==> config.mk <==
export PLATFORM = sky130hd
export DESIGN_NAME = ptlb_top
export DESIGN_NICKNAME = d
export VERILOG_FILES = /design/src/rtl/ptlb_pkg.sv /design/src/rtl/ptlb_entry_store.sv /design/src/rtl/ptlb_cam_match.sv /design/src/rtl/ptlb_port_resolve.sv /design/src/rtl/ptlb_top.sv
export SDC_FILE = /design/constraint.sdc
export NUM_CORES = 2
export LEC_CHECK = 0
export BUFFER_PORTS_ARGS = -buffer_cell sky130_fd_sc_hd__buf_2
export CAP_MARGIN = 20
export CORE_MARGIN = 2
export CORE_UTILIZATION = 25
export DETAILED_ROUTE_END_ITERATION = 7
export GPL_TIMING_DRIVEN = 0
export SLEW_MARGIN = 40
export SYNTH_ARGS = -nofsm -noshare
export SYNTH_HDL_FRONTEND = slang
export SYNTH_SLANG_ARGS = --single-unit
export TNS_END_PERCENT = 100
==> constraint.sdc <==
create_clock -name clk -period 10.45 [get_ports clk]
set_input_delay 1.045 -clock clk [delete_from_list [all_inputs] [get_ports clk]]
set_output_delay 1.045 -clock clk [all_outputs]
set_load 0.1 [all_outputs]
==> src/rtl/ptlb_pkg.sv <==
// Package: shared widths, outcome encoding and size helpers for the
// paired-page translation buffer. Assumes a 32-bit virtual space with a
// 4 KiB base page and page sizes that grow by a factor of four.
package ptlb_pkg;

    localparam int VA_W     = 32;
    localparam int ASID_W   = 8;
    localparam int SZ_W     = 4;
    localparam int MAX_SZ   = 8;
    localparam int PAGE_LSB = 12;
    localparam int TAG_LSB  = PAGE_LSB + 1;
    localparam int VPN2_W   = VA_W - TAG_LSB;

    typedef enum logic [1:0] {
        RES_MISS  = 2'd0,
        RES_HIT   = 2'd1,
        RES_INVAL = 2'd2,
        RES_MOD   = 2'd3
    } res_kind_e;

    // Saturate a size code to the largest supported page.
    function automatic logic [SZ_W-1:0] clamp_size(input logic [SZ_W-1:0] s);
        return (s > SZ_W'(MAX_SZ)) ? SZ_W'(MAX_SZ) : s;
    endfunction

    // Tag bits that take part in the compare for a given size code.
    function automatic logic [VPN2_W-1:0] tag_care(input logic [SZ_W-1:0] s);
        return ~((VPN2_W'(1) << (2 * s)) - VPN2_W'(1));
    endfunction

    // Page-offset bits that pass from the virtual address for a size code.
    function automatic logic [VA_W-1:0] offset_mask(input logic [SZ_W-1:0] s);
        return (VA_W'(1) << (PAGE_LSB + 2 * s)) - VA_W'(1);
    endfunction

endpackage

==> src/rtl/ptlb_entry_store.sv <==
// Entry storage: holds tag, identifier, global flag, size and the two
// half-page records of each entry. Assumes writes use a legal size code
// or accept saturation; writes to indices beyond the entry count are dropped.
module ptlb_entry_store
    import ptlb_pkg::*;
#(
    parameter int N     = 16,
    parameter int PFN_W = 20,
    localparam int IDX_W = $clog2(N)
) (
    input  logic              clk,
    input  logic              rst_n,
    input  logic              wr_en,
    input  logic [IDX_W-1:0]  wr_idx,
    input  logic [VPN2_W-1:0] wr_vpn2,
    input  logic [ASID_W-1:0] wr_asid,
    input  logic              wr_global,
    input  logic [SZ_W-1:0]   wr_size,
    input  logic [PFN_W-1:0]  wr_pfn_e,
    input  logic              wr_v_e,
    input  logic              wr_d_e,
    input  logic [PFN_W-1:0]  wr_pfn_o,
    input  logic              wr_v_o,
    input  logic              wr_d_o,
    output logic              present [N],
    output logic [VPN2_W-1:0] vpn2    [N],
    output logic [ASID_W-1:0] asid    [N],
    output logic              glob    [N],
    output logic [SZ_W-1:0]   sz      [N],
    output logic [PFN_W-1:0]  pfn_e   [N],
    output logic              v_e     [N],
    output logic              d_e     [N],
    output logic [PFN_W-1:0]  pfn_o   [N],
    output logic              v_o     [N],
    output logic              d_o     [N]
);

    logic wr_ok;

    // Write is accepted only for an index inside the array.
    always_comb wr_ok = wr_en && (int'(wr_idx) < N);

    // Clear all entries on reset, load one entry per accepted write.
    always_ff @(posedge clk) begin
        if (!rst_n) begin
            for (int i = 0; i < N; i++) begin
                present[i] <= 1'b0;
                vpn2[i]    <= '0;
                asid[i]    <= '0;
                glob[i]    <= 1'b0;
                sz[i]      <= '0;
                pfn_e[i]   <= '0;
                v_e[i]     <= 1'b0;
                d_e[i]     <= 1'b0;
                pfn_o[i]   <= '0;
                v_o[i]     <= 1'b0;
                d_o[i]     <= 1'b0;
            end
        end else if (wr_ok) begin
            present[wr_idx] <= 1'b1;
            vpn2[wr_idx]    <= wr_vpn2;
            asid[wr_idx]    <= wr_asid;
            glob[wr_idx]    <= wr_global;
            sz[wr_idx]      <= clamp_size(wr_size);
            pfn_e[wr_idx]   <= wr_pfn_e;
            v_e[wr_idx]     <= wr_v_e;
            d_e[wr_idx]     <= wr_d_e;
            pfn_o[wr_idx]   <= wr_pfn_o;
            v_o[wr_idx]     <= wr_v_o;
            d_o[wr_idx]     <= wr_d_o;
        end
    end

    // an accepted write is visible in the array one cycle later.
    p_write_lands_r2: assert property (@(posedge clk) disable iff (!rst_n)
        wr_ok |=> present[$past(wr_idx)] && (vpn2[$past(wr_idx)] == $past(wr_vpn2)));

    // stored size codes never exceed the largest page.
    p_size_sat_r4: assert property (@(posedge clk) disable iff (!rst_n)
        wr_ok |=> (sz[$past(wr_idx)] <= SZ_W'(MAX_SZ)));

endmodule

==> src/rtl/ptlb_cam_match.sv <==
// Associative compare: one match bit per entry for a query tag and
// identifier. Assumes stored size codes are already saturated.
module ptlb_cam_match
    import ptlb_pkg::*;
#(
    parameter int N = 16
) (
    input  logic [VPN2_W-1:0] q_vpn2,
    input  logic [ASID_W-1:0] q_asid,
    input  logic              present [N],
    input  logic [VPN2_W-1:0] vpn2    [N],
    input  logic [ASID_W-1:0] asid    [N],
    input  logic              glob    [N],
    input  logic [SZ_W-1:0]   sz      [N],
    output logic [N-1:0]      match_vec
);

    for (genvar g = 0; g < N; g++) begin : g_cmp
        logic tag_eq;
        logic id_ok;

        // Masked tag compare for this entry.
        always_comb tag_eq = ((vpn2[g] ^ q_vpn2) & tag_care(sz[g])) == '0;

        // Identifier check, bypassed by the global flag.
        always_comb id_ok = glob[g] || (asid[g] == q_asid);

        // Final match bit for this entry.
        always_comb match_vec[g] = present[g] && tag_eq && id_ok;
    end

endmodule

==> src/rtl/ptlb_port_resolve.sv <==
// Lookup result stage for one port: picks the lowest matching entry,
// selects the half, classifies the outcome and forms the physical address,
// then registers it. Assumes PA_W >= VA_W and store is meaningful only with req.
module ptlb_port_resolve
    import ptlb_pkg::*;
#(
    parameter int N     = 16,
    parameter int PA_W  = 32,
    localparam int PFN_W = PA_W - PAGE_LSB,
    localparam int IDX_W = $clog2(N)
) (
    input  logic             clk,
    input  logic             rst_n,
    input  logic             req,
    input  logic [VA_W-1:0]  va,
    input  logic             store,
    input  logic [N-1:0]     match_vec,
    input  logic [SZ_W-1:0]  sz    [N],
    input  logic [PFN_W-1:0] pfn_e [N],
    input  logic             v_e   [N],
    input  logic             d_e   [N],
    input  logic [PFN_W-1:0] pfn_o [N],
    input  logic             v_o   [N],
    input  logic             d_o   [N],
    output logic             o_ack,
    output logic             o_hit,
    output logic             o_miss,
    output logic             o_inval,
    output logic             o_mod,
    output logic [PA_W-1:0]  o_pa,
    output logic             o_dirty
);

    logic             found;
    logic [IDX_W-1:0] sel;
    logic [SZ_W-1:0]  sel_sz;
    logic [VA_W-1:0]  va_sh;
    logic             odd;
    logic [PFN_W-1:0] sel_pfn;
    logic             sel_v;
    logic             sel_d;
    logic [PA_W-1:0]  off_m;
    logic [PA_W-1:0]  pa_c;
    res_kind_e        kind;

    // Lowest-index priority pick among matching entries.
    always_comb begin
        found = 1'b0;
        sel   = '0;
        for (int i = N - 1; i >= 0; i--) begin
            if (match_vec[i]) begin
                found = 1'b1;
                sel   = IDX_W'(i);
            end
        end
    end

    // Choose even or odd half from the bit above the page offset.
    always_comb begin
        sel_sz  = sz[sel];
        va_sh   = va >> (PAGE_LSB + 2 * sel_sz);
        odd     = va_sh[0];
        sel_pfn = odd ? pfn_o[sel] : pfn_e[sel];
        sel_v   = odd ? v_o[sel]   : v_e[sel];
        sel_d   = odd ? d_o[sel]   : d_e[sel];
    end

    // Merge frame number with the offset bits of the page size.
    always_comb begin
        off_m = PA_W'(offset_mask(sel_sz));
        pa_c  = ({sel_pfn, {PAGE_LSB{1'b0}}} & ~off_m) | (PA_W'(va) & off_m);
    end

    // Classify the outcome of the lookup.
    always_comb begin
        if (!found)               kind = RES_MISS;
        else if (!sel_v)          kind = RES_INVAL;
        else if (store && !sel_d) kind = RES_MOD;
        else                      kind = RES_HIT;
    end

    // Register the answer one cycle after the request.
    always_ff @(posedge clk) begin
        if (!rst_n) begin
            o_ack   <= 1'b0;
            o_hit   <= 1'b0;
            o_miss  <= 1'b0;
            o_inval <= 1'b0;
            o_mod   <= 1'b0;
            o_pa    <= '0;
            o_dirty <= 1'b0;
        end else begin
            o_ack   <= req;
            o_hit   <= req && (kind == RES_HIT);
            o_miss  <= req && (kind == RES_MISS);
            o_inval <= req && (kind == RES_INVAL);
            o_mod   <= req && (kind == RES_MOD);
            o_pa    <= (req && kind == RES_HIT) ? pa_c : '0;
            o_dirty <= req && (kind == RES_HIT) && sel_d;
        end
    end

    // an answer follows every request, and only a request.
    p_ack_follows_r9: assert property (@(posedge clk) disable iff (!rst_n)
        req |=> o_ack);
    p_no_spurious_ack_r9: assert property (@(posedge clk) disable iff (!rst_n)
        !req |=> !o_ack && !o_hit && !o_miss && !o_inval && !o_mod);

    // every answer carries exactly one outcome.
    p_one_outcome_r7: assert property (@(posedge clk) disable iff (!rst_n)
        o_ack |-> ($countones({o_hit, o_miss, o_inval, o_mod}) == 1));

    // a modified fault only answers a store.
    p_mod_needs_store_r8: assert property (@(posedge clk) disable iff (!rst_n)
        o_mod |-> $past(req && store));

    // the base-page offset always passes through unchanged.
    p_offset_pass_r6: assert property (@(posedge clk) disable iff (!rst_n)
        o_hit |-> (o_pa[PAGE_LSB-1:0] == $past(va[PAGE_LSB-1:0])));

endmodule

==> src/rtl/ptlb_top.sv <==
// Paired-page translation buffer top: entry store, two lookup ports
// (instruction and data) and a probe port sharing one match rule.
// Assumes ENTRIES is 16, 32, 48 or 64 and PA_W >= 32.
module ptlb_top
    import ptlb_pkg::*;
#(
    parameter int ENTRIES = 16,
    parameter int PA_W    = 32,
    localparam int PFN_W  = PA_W - PAGE_LSB,
    localparam int IDX_W  = $clog2(ENTRIES)
) (
    input  logic              clk,
    input  logic              rst_n,
    input  logic [ASID_W-1:0] cur_asid,
    input  logic              i_req,
    input  logic [VA_W-1:0]   i_va,
    output logic              i_ack,
    output logic              i_hit,
    output logic              i_miss,
    output logic              i_inval,
    output logic [PA_W-1:0]   i_pa,
    output logic              i_dirty,
    input  logic              d_req,
    input  logic [VA_W-1:0]   d_va,
    input  logic              d_store,
    output logic              d_ack,
    output logic              d_hit,
    output logic              d_miss,
    output logic              d_inval,
    output logic              d_mod,
    output logic [PA_W-1:0]   d_pa,
    output logic              d_dirty,
    input  logic              wr_en,
    input  logic [IDX_W-1:0]  wr_idx,
    input  logic [VPN2_W-1:0] wr_vpn2,
    input  logic [ASID_W-1:0] wr_asid,
    input  logic              wr_global,
    input  logic [SZ_W-1:0]   wr_size,
    input  logic [PFN_W-1:0]  wr_pfn_even,
    input  logic              wr_valid_even,
    input  logic              wr_dirty_even,
    input  logic [PFN_W-1:0]  wr_pfn_odd,
    input  logic              wr_valid_odd,
    input  logic              wr_dirty_odd,
    input  logic              pr_req,
    input  logic [VA_W-1:0]   pr_va,
    output logic              pr_ack,
    output logic              pr_hit,
    output logic [IDX_W-1:0]  pr_idx
);

    logic              e_present [ENTRIES];
    logic [VPN2_W-1:0] e_vpn2    [ENTRIES];
    logic [ASID_W-1:0] e_asid    [ENTRIES];
    logic              e_glob    [ENTRIES];
    logic [SZ_W-1:0]   e_sz      [ENTRIES];
    logic [PFN_W-1:0]  e_pfn_e   [ENTRIES];
    logic              e_v_e     [ENTRIES];
    logic              e_d_e     [ENTRIES];
    logic [PFN_W-1:0]  e_pfn_o   [ENTRIES];
    logic              e_v_o     [ENTRIES];
    logic              e_d_o     [ENTRIES];

    logic [ENTRIES-1:0] i_match;
    logic [ENTRIES-1:0] d_match;
    logic [ENTRIES-1:0] p_match;
    logic               i_mod;
    logic               pr_found;
    logic [IDX_W-1:0]   pr_sel;

    ptlb_entry_store #(.N(ENTRIES), .PFN_W(PFN_W)) store_i (
        .clk      (clk),
        .rst_n    (rst_n),
        .wr_en    (wr_en),
        .wr_idx   (wr_idx),
        .wr_vpn2  (wr_vpn2),
        .wr_asid  (wr_asid),
        .wr_global(wr_global),
        .wr_size  (wr_size),
        .wr_pfn_e (wr_pfn_even),
        .wr_v_e   (wr_valid_even),
        .wr_d_e   (wr_dirty_even),
        .wr_pfn_o (wr_pfn_odd),
        .wr_v_o   (wr_valid_odd),
        .wr_d_o   (wr_dirty_odd),
        .present  (e_present),
        .vpn2     (e_vpn2),
        .asid     (e_asid),
        .glob     (e_glob),
        .sz       (e_sz),
        .pfn_e    (e_pfn_e),
        .v_e      (e_v_e),
        .d_e      (e_d_e),
        .pfn_o    (e_pfn_o),
        .v_o      (e_v_o),
        .d_o      (e_d_o)
    );

    ptlb_cam_match #(.N(ENTRIES)) cam_ifetch_i (
        .q_vpn2   (i_va[VA_W-1:TAG_LSB]),
        .q_asid   (cur_asid),
        .present  (e_present),
        .vpn2     (e_vpn2),
        .asid     (e_asid),
        .glob     (e_glob),
        .sz       (e_sz),
        .match_vec(i_match)
    );

    ptlb_cam_match #(.N(ENTRIES)) cam_data_i (
        .q_vpn2   (d_va[VA_W-1:TAG_LSB]),
        .q_asid   (cur_asid),
        .present  (e_present),
        .vpn2     (e_vpn2),
        .asid     (e_asid),
        .glob     (e_glob),
        .sz       (e_sz),
        .match_vec(d_match)
    );

    ptlb_cam_match #(.N(ENTRIES)) cam_probe_i (
        .q_vpn2   (pr_va[VA_W-1:TAG_LSB]),
        .q_asid   (cur_asid),
        .present  (e_present),
        .vpn2     (e_vpn2),
        .asid     (e_asid),
        .glob     (e_glob),
        .sz       (e_sz),
        .match_vec(p_match)
    );

    ptlb_port_resolve #(.N(ENTRIES), .PA_W(PA_W)) res_ifetch_i (
        .clk      (clk),
        .rst_n    (rst_n),
        .req      (i_req),
        .va       (i_va),
        .store    (1'b0),
        .match_vec(i_match),
        .sz       (e_sz),
        .pfn_e    (e_pfn_e),
        .v_e      (e_v_e),
        .d_e      (e_d_e),
        .pfn_o    (e_pfn_o),
        .v_o      (e_v_o),
        .d_o      (e_d_o),
        .o_ack    (i_ack),
        .o_hit    (i_hit),
        .o_miss   (i_miss),
        .o_inval  (i_inval),
        .o_mod    (i_mod),
        .o_pa     (i_pa),
        .o_dirty  (i_dirty)
    );

    ptlb_port_resolve #(.N(ENTRIES), .PA_W(PA_W)) res_data_i (
        .clk      (clk),
        .rst_n    (rst_n),
        .req      (d_req),
        .va       (d_va),
        .store    (d_store),
        .match_vec(d_match),
        .sz       (e_sz),
        .pfn_e    (e_pfn_e),
        .v_e      (e_v_e),
        .d_e      (e_d_e),
        .pfn_o    (e_pfn_o),
        .v_o      (e_v_o),
        .d_o      (e_d_o),
        .o_ack    (d_ack),
        .o_hit    (d_hit),
        .o_miss   (d_miss),
        .o_inval  (d_inval),
        .o_mod    (d_mod),
        .o_pa     (d_pa),
        .o_dirty  (d_dirty)
    );

    // Lowest matching index for the probe, valid bits not consulted.
    always_comb begin
        pr_found = 1'b0;
        pr_sel   = '0;
        for (int i = ENTRIES - 1; i >= 0; i--) begin
            if (p_match[i]) begin
                pr_found = 1'b1;
                pr_sel   = IDX_W'(i);
            end
        end
    end

    // Register the probe answer one cycle after the request.
    always_ff @(posedge clk) begin
        if (!rst_n) begin
            pr_ack <= 1'b0;
            pr_hit <= 1'b0;
            pr_idx <= '0;
        end else begin
            pr_ack <= pr_req;
            pr_hit <= pr_req && pr_found;
            pr_idx <= (pr_req && pr_found) ? pr_sel : '0;
        end
    end

    // probe answers one cycle after its request, and only then.
    p_probe_ack_r11: assert property (@(posedge clk) disable iff (!rst_n)
        pr_req |=> pr_ack);
    p_probe_hit_gated_r11: assert property (@(posedge clk) disable iff (!rst_n)
        pr_hit |-> $past(pr_req) && pr_ack);

    // the fetch port never reports a modified fault.
    p_ifetch_no_mod_r12: assert property (@(posedge clk) disable iff (!rst_n)
        i_ack |-> !i_mod);

endmodule

After elaboration in Yosys (flattened, before gate mapping)
Index checks and enable logic that the tools add are counted.
- latch bits: 0
- bits in read-only memories: 0
- memories kept: 0
- output and inout port bits: 81
- bits in writable memories: 0
- input port bits: 191
- bits in registers: 1313
- equal/unequal tests: 21
- multiply operators: 0
- div/mod/pow operators: 0
- reductions and logical operators: 181
- shift-type cells: 20
- $lt $le $gt $ge: 5
- bitwise operators: 126
- add/subtract/negate cells: 20
- muxes and demuxes: 169
- operator list (cell ; number):
    AND 19 bit ; 48
    zero test 19 bit ; 48
    bitwise XOR 19 bit ; 48
    bitwise mux 320 bit ; 2
    binary-select mux 20 bit (select 4 bit) ; 4
    bitwise mux 304 bit ; 1
    NOT 19 bit ; 16
    << shifter 1 x 5 -> 19 bit, first input constant ; 16
    subtractor 19 x 2 -> 19 bit, second input constant ; 16
    two-way mux 20 bit ; 11
    two-way mux 4 bit ; 46
    AND 32 bit ; 4
    bitwise mux 128 bit ; 1
    equality test 8 bit ; 16
    logical AND 1 bit ; 108
    bitwise mux 16 bit ; 5
    demux 20 bit (select 4 bit) ; 1
    demux 19 bit (select 4 bit) ; 1
    two-way mux 1 bit ; 70
    bitwise mux 64 bit ; 1
    NOT 32 bit ; 2
    OR 32 bit ; 2
    << shifter 1 x 32 -> 32 bit, first input constant ; 2
    >> shifter 32 x 32 -> 1 bit ; 2
    other kinds (27) ; 71

Longest topological paths before layout
- depth in word-level cells: 38
- gate-level depth with buffers: 28

Hierarchy
Synthesis repeated with hierarchy kept, for this count alone.
- cell total of the unflattened synthesis: 11621
- area, all modules: 90045.1 µm²
- by module, submodules not included (module ; cells an instance ; area an instance (µm²) ; instances):
    ptlb_entry_store ; 4147 ; 43600.6 ; 1
    ptlb_port_resolve ; 1706 ; 9246.4 ; 2
    ptlb_cam_match at cam_ifetch_i ... ; 1341 ; 9218.8 ; 2
    ptlb_cam_match at cam_data_i ; 1338 ; 9165.0 ; 1
    ptlb_top ; 42 ; 349.1 ; 1

Worst setup path after synthesis
Ideal clock, no wire load.
- kind: input -> register
- from: in i_va[26]
- to: reg res_ifetch_i.o_pa[10]
- setup time: 115 ps
- required time: 10335 ps
- arrival: 5686 ps
- setup slack: 4649 ps
- cell stages on the path: 20
- cells stage by stage: buf_4 buf_2 xor2_1 a222oi_1 o221ai_1 nor4_1 nor4_4 o21a_1 buf_4 nor2_4 mux4_2 o211a_1 nor2_1 mux2_4 a2111oi_4 nor4_2 o21ai_4 inv_4 buf_6 and2_1
- word-level cells in the longest chain between the ends: 33
- elaborated cells on any way between the ends: 136
- classes of those cells: add/sub (2); eq/ne (1); shift (2); mux (44); bitwise (37); reduce/logical (50)
- ends and longest elaborated chain (element ; RTL line ; text):
    start, declared ; ptlb_top.sv:16 ; input logic [VA_W-1:0] i_va,
    bitwise XOR 19 bit ; ptlb_cam_match.sv:23 ; always_comb tag_eq = ((vpn2[g] ^ q_vpn2) & tag_care(sz[g])) == '0;
    AND 19 bit ; ptlb_cam_match.sv:23 ;
    zero test 19 bit ; ptlb_cam_match.sv:23 ;
    logical AND 1 bit (2 in a row) ; ptlb_cam_match.sv:29 ; always_comb match_vec[g] = present[g] && tag_eq && id_ok;
    two-way mux 4 bit (16 in a row) ; ptlb_port_resolve.sv:51 ; if (match_vec[i]) begin
    NOT 4 -> 5 bit (implied by the code) ; ptlb_port_resolve.sv:60, ptlb_port_resolve.sv:64 ;
    binary-select mux 4 bit (select 4 bit) ; ptlb_port_resolve.sv:60 ; sel_sz = sz[sel];
    two-way mux 4 bit (implied by the code) (2 in a row) ; ptlb_port_resolve.sv:60 ;
    adder 4 x 5 -> 6 bit ; ptlb_pkg.sv:33, ptlb_port_resolve.sv:61 ;
    >> shifter 32 x 32 -> 1 bit ; ptlb_port_resolve.sv:61 ; va_sh = va >> (PAGE_LSB + 2 * sel_sz);
    two-way mux 1 bit ; ptlb_port_resolve.sv:64 ; sel_v = odd ? v_o[sel] : v_e[sel];
    two-way mux 2 bit ; ptlb_port_resolve.sv:77 ; else if (!sel_v) kind = RES_INVAL;
    two-way mux 2 bit ; ptlb_port_resolve.sv:76 ; if (!found) kind = RES_MISS;
    equality test 2 x 1 -> 1 bit ; ptlb_port_resolve.sv:98 ; o_pa <= (req && kind == RES_HIT) ? pa_c : '0;
    logical AND 1 bit ; ptlb_port_resolve.sv:98 ;
    AND reduction 2 bit (no source line) ; - ;
    end signal, assigned ; ptlb_port_resolve.sv:98 ;
    end, declared ; ptlb_port_resolve.sv:30 ; output logic [PA_W-1:0] o_pa,
Parallel ways exist; a longest one is shown, timed or not. The select of a mux whose other input is x is not followed.
A chain may end at the register's enable or synchronous reset.

Worst setup path in the final report
- from: reg store_i.sz[3] in the netlist's numbering
- to: reg res_data_i.o_pa[22]
- word-level cells in the longest chain between the ends: 38
- elaborated cells on any way between the ends: 80
- classes of those cells: add/sub (3); eq/ne (1); shift (3); mux (59); bitwise (7); reduce/logical (7)
- ends and longest elaborated chain (element ; RTL line ; text):
    start, declared ; ptlb_entry_store.sv:29 ; output logic [SZ_W-1:0] sz [N],
    start signal, assigned by index ; ptlb_entry_store.sv:64 ; sz[wr_idx] <= clamp_size(wr_size);
    << shifter 1 x 5 -> 19 bit ; ptlb_pkg.sv:28 ; return ~((VPN2_W'(1) << (2 * s)) - VPN2_W'(1));
    subtractor 19 x 2 -> 19 bit ; ptlb_pkg.sv:28 ;
    NOT 19 bit ; ptlb_pkg.sv:28 ;
    AND 19 bit ; ptlb_cam_match.sv:23 ;
    zero test 19 bit ; ptlb_cam_match.sv:23 ;
    logical AND 1 bit (2 in a row) ; ptlb_cam_match.sv:29 ;
    two-way mux 4 bit (16 in a row) ; ptlb_port_resolve.sv:51 ;
    NOT 4 -> 5 bit (implied by the code) ; - ;
    [6 not listed] ; - ;
    zero test 1 bit ; ptlb_port_resolve.sv:78 ; else if (store && !sel_d) kind = RES_MOD;
    logical AND 1 bit ; ptlb_port_resolve.sv:78 ;
    two-way mux 2 bit ; ptlb_port_resolve.sv:78 ;
    two-way mux 2 bit ; ptlb_port_resolve.sv:77 ;
    two-way mux 2 bit ; ptlb_port_resolve.sv:76 ;
    equality test 2 x 1 -> 1 bit ; ptlb_port_resolve.sv:98 ;
    logical AND 1 bit ; ptlb_port_resolve.sv:98 ;
    AND reduction 2 bit (no source line) ; - ;
    end signal, assigned ; ptlb_port_resolve.sv:98 ;
    end, declared ; ptlb_port_resolve.sv:30 ;
Parallel ways exist; a longest one is shown, timed or not. The select of a mux whose other input is x is not followed.

==> flow_summary.ini <==
[detailed_routing]
via_count = 88881
drc = 0
drtPass1Iterations = 8
wl_per_cell_um = 35.9
drt_iter0_markers = 14828
wl_mm = 553
antenna_left = 0
viasPerCell = 5.78

[synth]
synthesis.area_sq_um = 81800
ys_ff_latch = 1313
synth_commonest_cells = nand2_1 (3005), dfxtp_1 (1313), a21boi_0 (1220)
synth_most_common_cell = nand2_1
synth_ff_type = dfxtp_1
synth-seq-area-share_pct = 32.1
ys_types = 107
yosysTopAreaCell = dfxtp_1
yosys-top-cells-area = dfxtp_1 (32%), nand2_1 (14%), a21boi_0 (11%)
yosysWarnings = 0
netlist_instances = 10514
synth_edf_count = 0
async_flop_share_pct = 0
synth_top_area_share_pct = 32.1
synth_area_per_cell_sq_um = 7.78

[sta]
fin_crit_sh_pct = 100
worst_slack_ns = -0.00299
min_period_ns = 10.45
setup_viol = 1
slew_headroom_pct = 23.7
final_max_slew_viol_count = 0
rsz0062_at_grt = false
worstMarginPinSlew_ns = 1.11
fin_skew_ns = 0.0617
hold_viol = 0
fmax_mhz = 95.7
fin_setup_tns_ns = -0.00299

[critical_path]
start_kind = flop
crit_fanout = 10
crit_slowest_cell = mux2i_1
cp-end-kind = flop
crit_arrival_ns = 11.06
path_class = reg -> reg
crit_required_ns = 11.06
crit_path_frequent_cell = buf_2
critical_path.max_stage_delay_ns = 0.87

[floorplan]
num_rows = 210
core_area_sq_um = 327000
io_pins = 272
start_util_pct = 25.1
die_w_um = 576
die_h_um = 576
dieArea_sq_um = 332000

[place]
gp_congestion = 1.09
dpl_worst_slack_ns = 0.766
dp_hpwl_mm = 412
place_area_sq_um = 90100
io_buffers = 120

[pwr]
p_per_area_nw_per_um2 = 133
p_seq_share_pct = 40.4
power_frac_comb_pct = 11.1
vdd_ir_drop_max_mv = 0.122
p_sw_mw = 3.67
p_int_mw = 9.03
p_leak_nw = 32.8
p_sw_share_pct = 28.9
clkPwrFrac_pct = 48.4
total_power_mw = 12.7

[layout]
nets = 11076
final_area_sq_um = 95900
drive_gt1_share_pct = 12.0
fillers = 35454
syn_to_final_growth_pct = 17.2
final_util_pct = 29.4
multi_input_area_sq_um = 51500
register_area_sq_um = 26300

[job]
timing.max_cap.violations = 0

[global_routing]
grt_pass1_vias = 78574
grt_busiest_layer = met2
grt_pass1_wl_mm = 720
grt_use_met1_pct = 39.7
gr-usage-met3_pct = 11.6
antenna_found_initial = 87
grt_use_met2_pct = 43.9
grt.total_usage_pct = 31.8
overflow = 0
grt_max_degree = 15

[clock_tree]
clkSinkCount = 1313
cts_tree = done
postCtsSetupBuffers = 0
cts.clk_slew.worst_paths_ns = 0.07
ctsHoldBuffers = 0
clock_latency_ns = 0.90
cts_resized = 0
clockRootBuffer = clkbuf_16
h-tree-depth = 4
clk_path_buf_depth = 4
cts_inserted_buffers = 163

[status]
status = finished with violations
violations = negative setup slack

[worst_hold_path]
hp-class = in -> reg
## per-stage QoR
| step | std cells | hold slack (ns) |
|---|---|---|
| 2_1_floorplan | 10517 | 0.433 |
| 3_3_place_gp | 14983 | 0.438 |
| 3_5_place_dp | 15043 | 0.447 |
| 4_1_cts | 15326 | 0.355 |
| 5_1_grt | 15338 | 0.396 |
| 6_report | 15377 | 0.384 |
## cell families after synthesis
family,after synthesis,share of synthesized area [%]
muxes,776,10.1
adders and majority gates,18,0.275
xor gates and xnor gates,1075,11.5
DFF,1313,32.1
buffers and inverters,1075,5.52
other,1,0.00458
AOI/OAI and AO/OA,2388,20.9
and+or+nand+nor,3868,19.6
## path summary, 6_finish.rpt
| path | start | to | slack (ns) | cells after the start |
|---|---|---|---|---|
| worst max-delay path | store_i.sz[3]$_SDFFE_PN0P_ | res_data_i.o_pa[22]$_SDFF_PN0_ | -0.003 | 25 |
| worst min-delay path | i_va[1] | res_ifetch_i.o_pa[1]$_SDFF_PN0_ | 0.38 | 2 |
| worst max register to register | store_i.sz[3]$_SDFFE_PN0P_ | res_data_i.o_pa[22]$_SDFF_PN0_ | -0.003 | 25 |
| worst min register to register | store_i.present[12]$_SDFFE_PN0P_ | store_i.present[12]$_SDFFE_PN0P_ | 0.46 | 1 |
## power by group through the flow
stage / Sequential, mW / Combinational, mW / Clock, mW
CTS: 5.13 / 1.33 / 6.11
global placement: 5.24 / 1.29 / 0
detailed placement: 5.24 / 1.33 / 0
finish: 5.14 / 1.42 / 6.15
global route: 5.14 / 1.42 / 6.29
floorplan: 5.23 / 0.696 / 0
## area by class of cell
| type | instances | area share (%) |
|---|---|---|
| Timing Repair Buffer | 185 | 2.17 |
| Antenna cell | 46 | 0.120 |
| Clock buffer | 222 | 4.90 |
| Inverter | 43 | 0.176 |
| Buffer | 1032 | 5.00 |
| Tap cell | 4346 | 5.67 |
| Multi-Input combinational cell | 8129 | 53.7 |
| Sequential cell | 1313 | 27.4 |
| Clock inverter | 61 | 0.835 |
## routing by layer
metal  vias up  part of all wire, %
met5         -                0.053
met4        26                  9.4
met3      2047                   14
met2      7333                   39
met1     43016                   38
li1      36459                    -
## flip-flops by register name, indices dropped and copies added (netlist names), 32 cells and up
name	flops
store_i.asid	128
res_data_i.o_pa	32
store_i.vpn2	304
store_i.pfn_o	320
store_i.sz	64
res_ifetch_i.o_pa	32
store_i.pfn_e	320
## placed cells by master (no fill, tap or decap), types with 244 or more instances in the layout
cell type / instances
a21boi_0: 1220
mux2i_1: 629
dfxtp_1: 1313
a21oi_1: 244
xnor2_1: 569
xor2_1: 506
clkbuf_1: 416
nand2_1: 3005
buf_2: 373
clkbuf_2: 288
## worst max-delay path: cells and delay by family, from the launching register on
kind	cells	cell delay, ns
buffers and inverters	9	4.04
AO/OA/AOI/OAI	9	3.48
flip-flops	1	0.34
AND/OR/NAND/NOR	4	0.90
multiplexers	2	1.15
adder cells (fa/ha/maj)	1	0.15
Power figures use the tool's default switching activity.
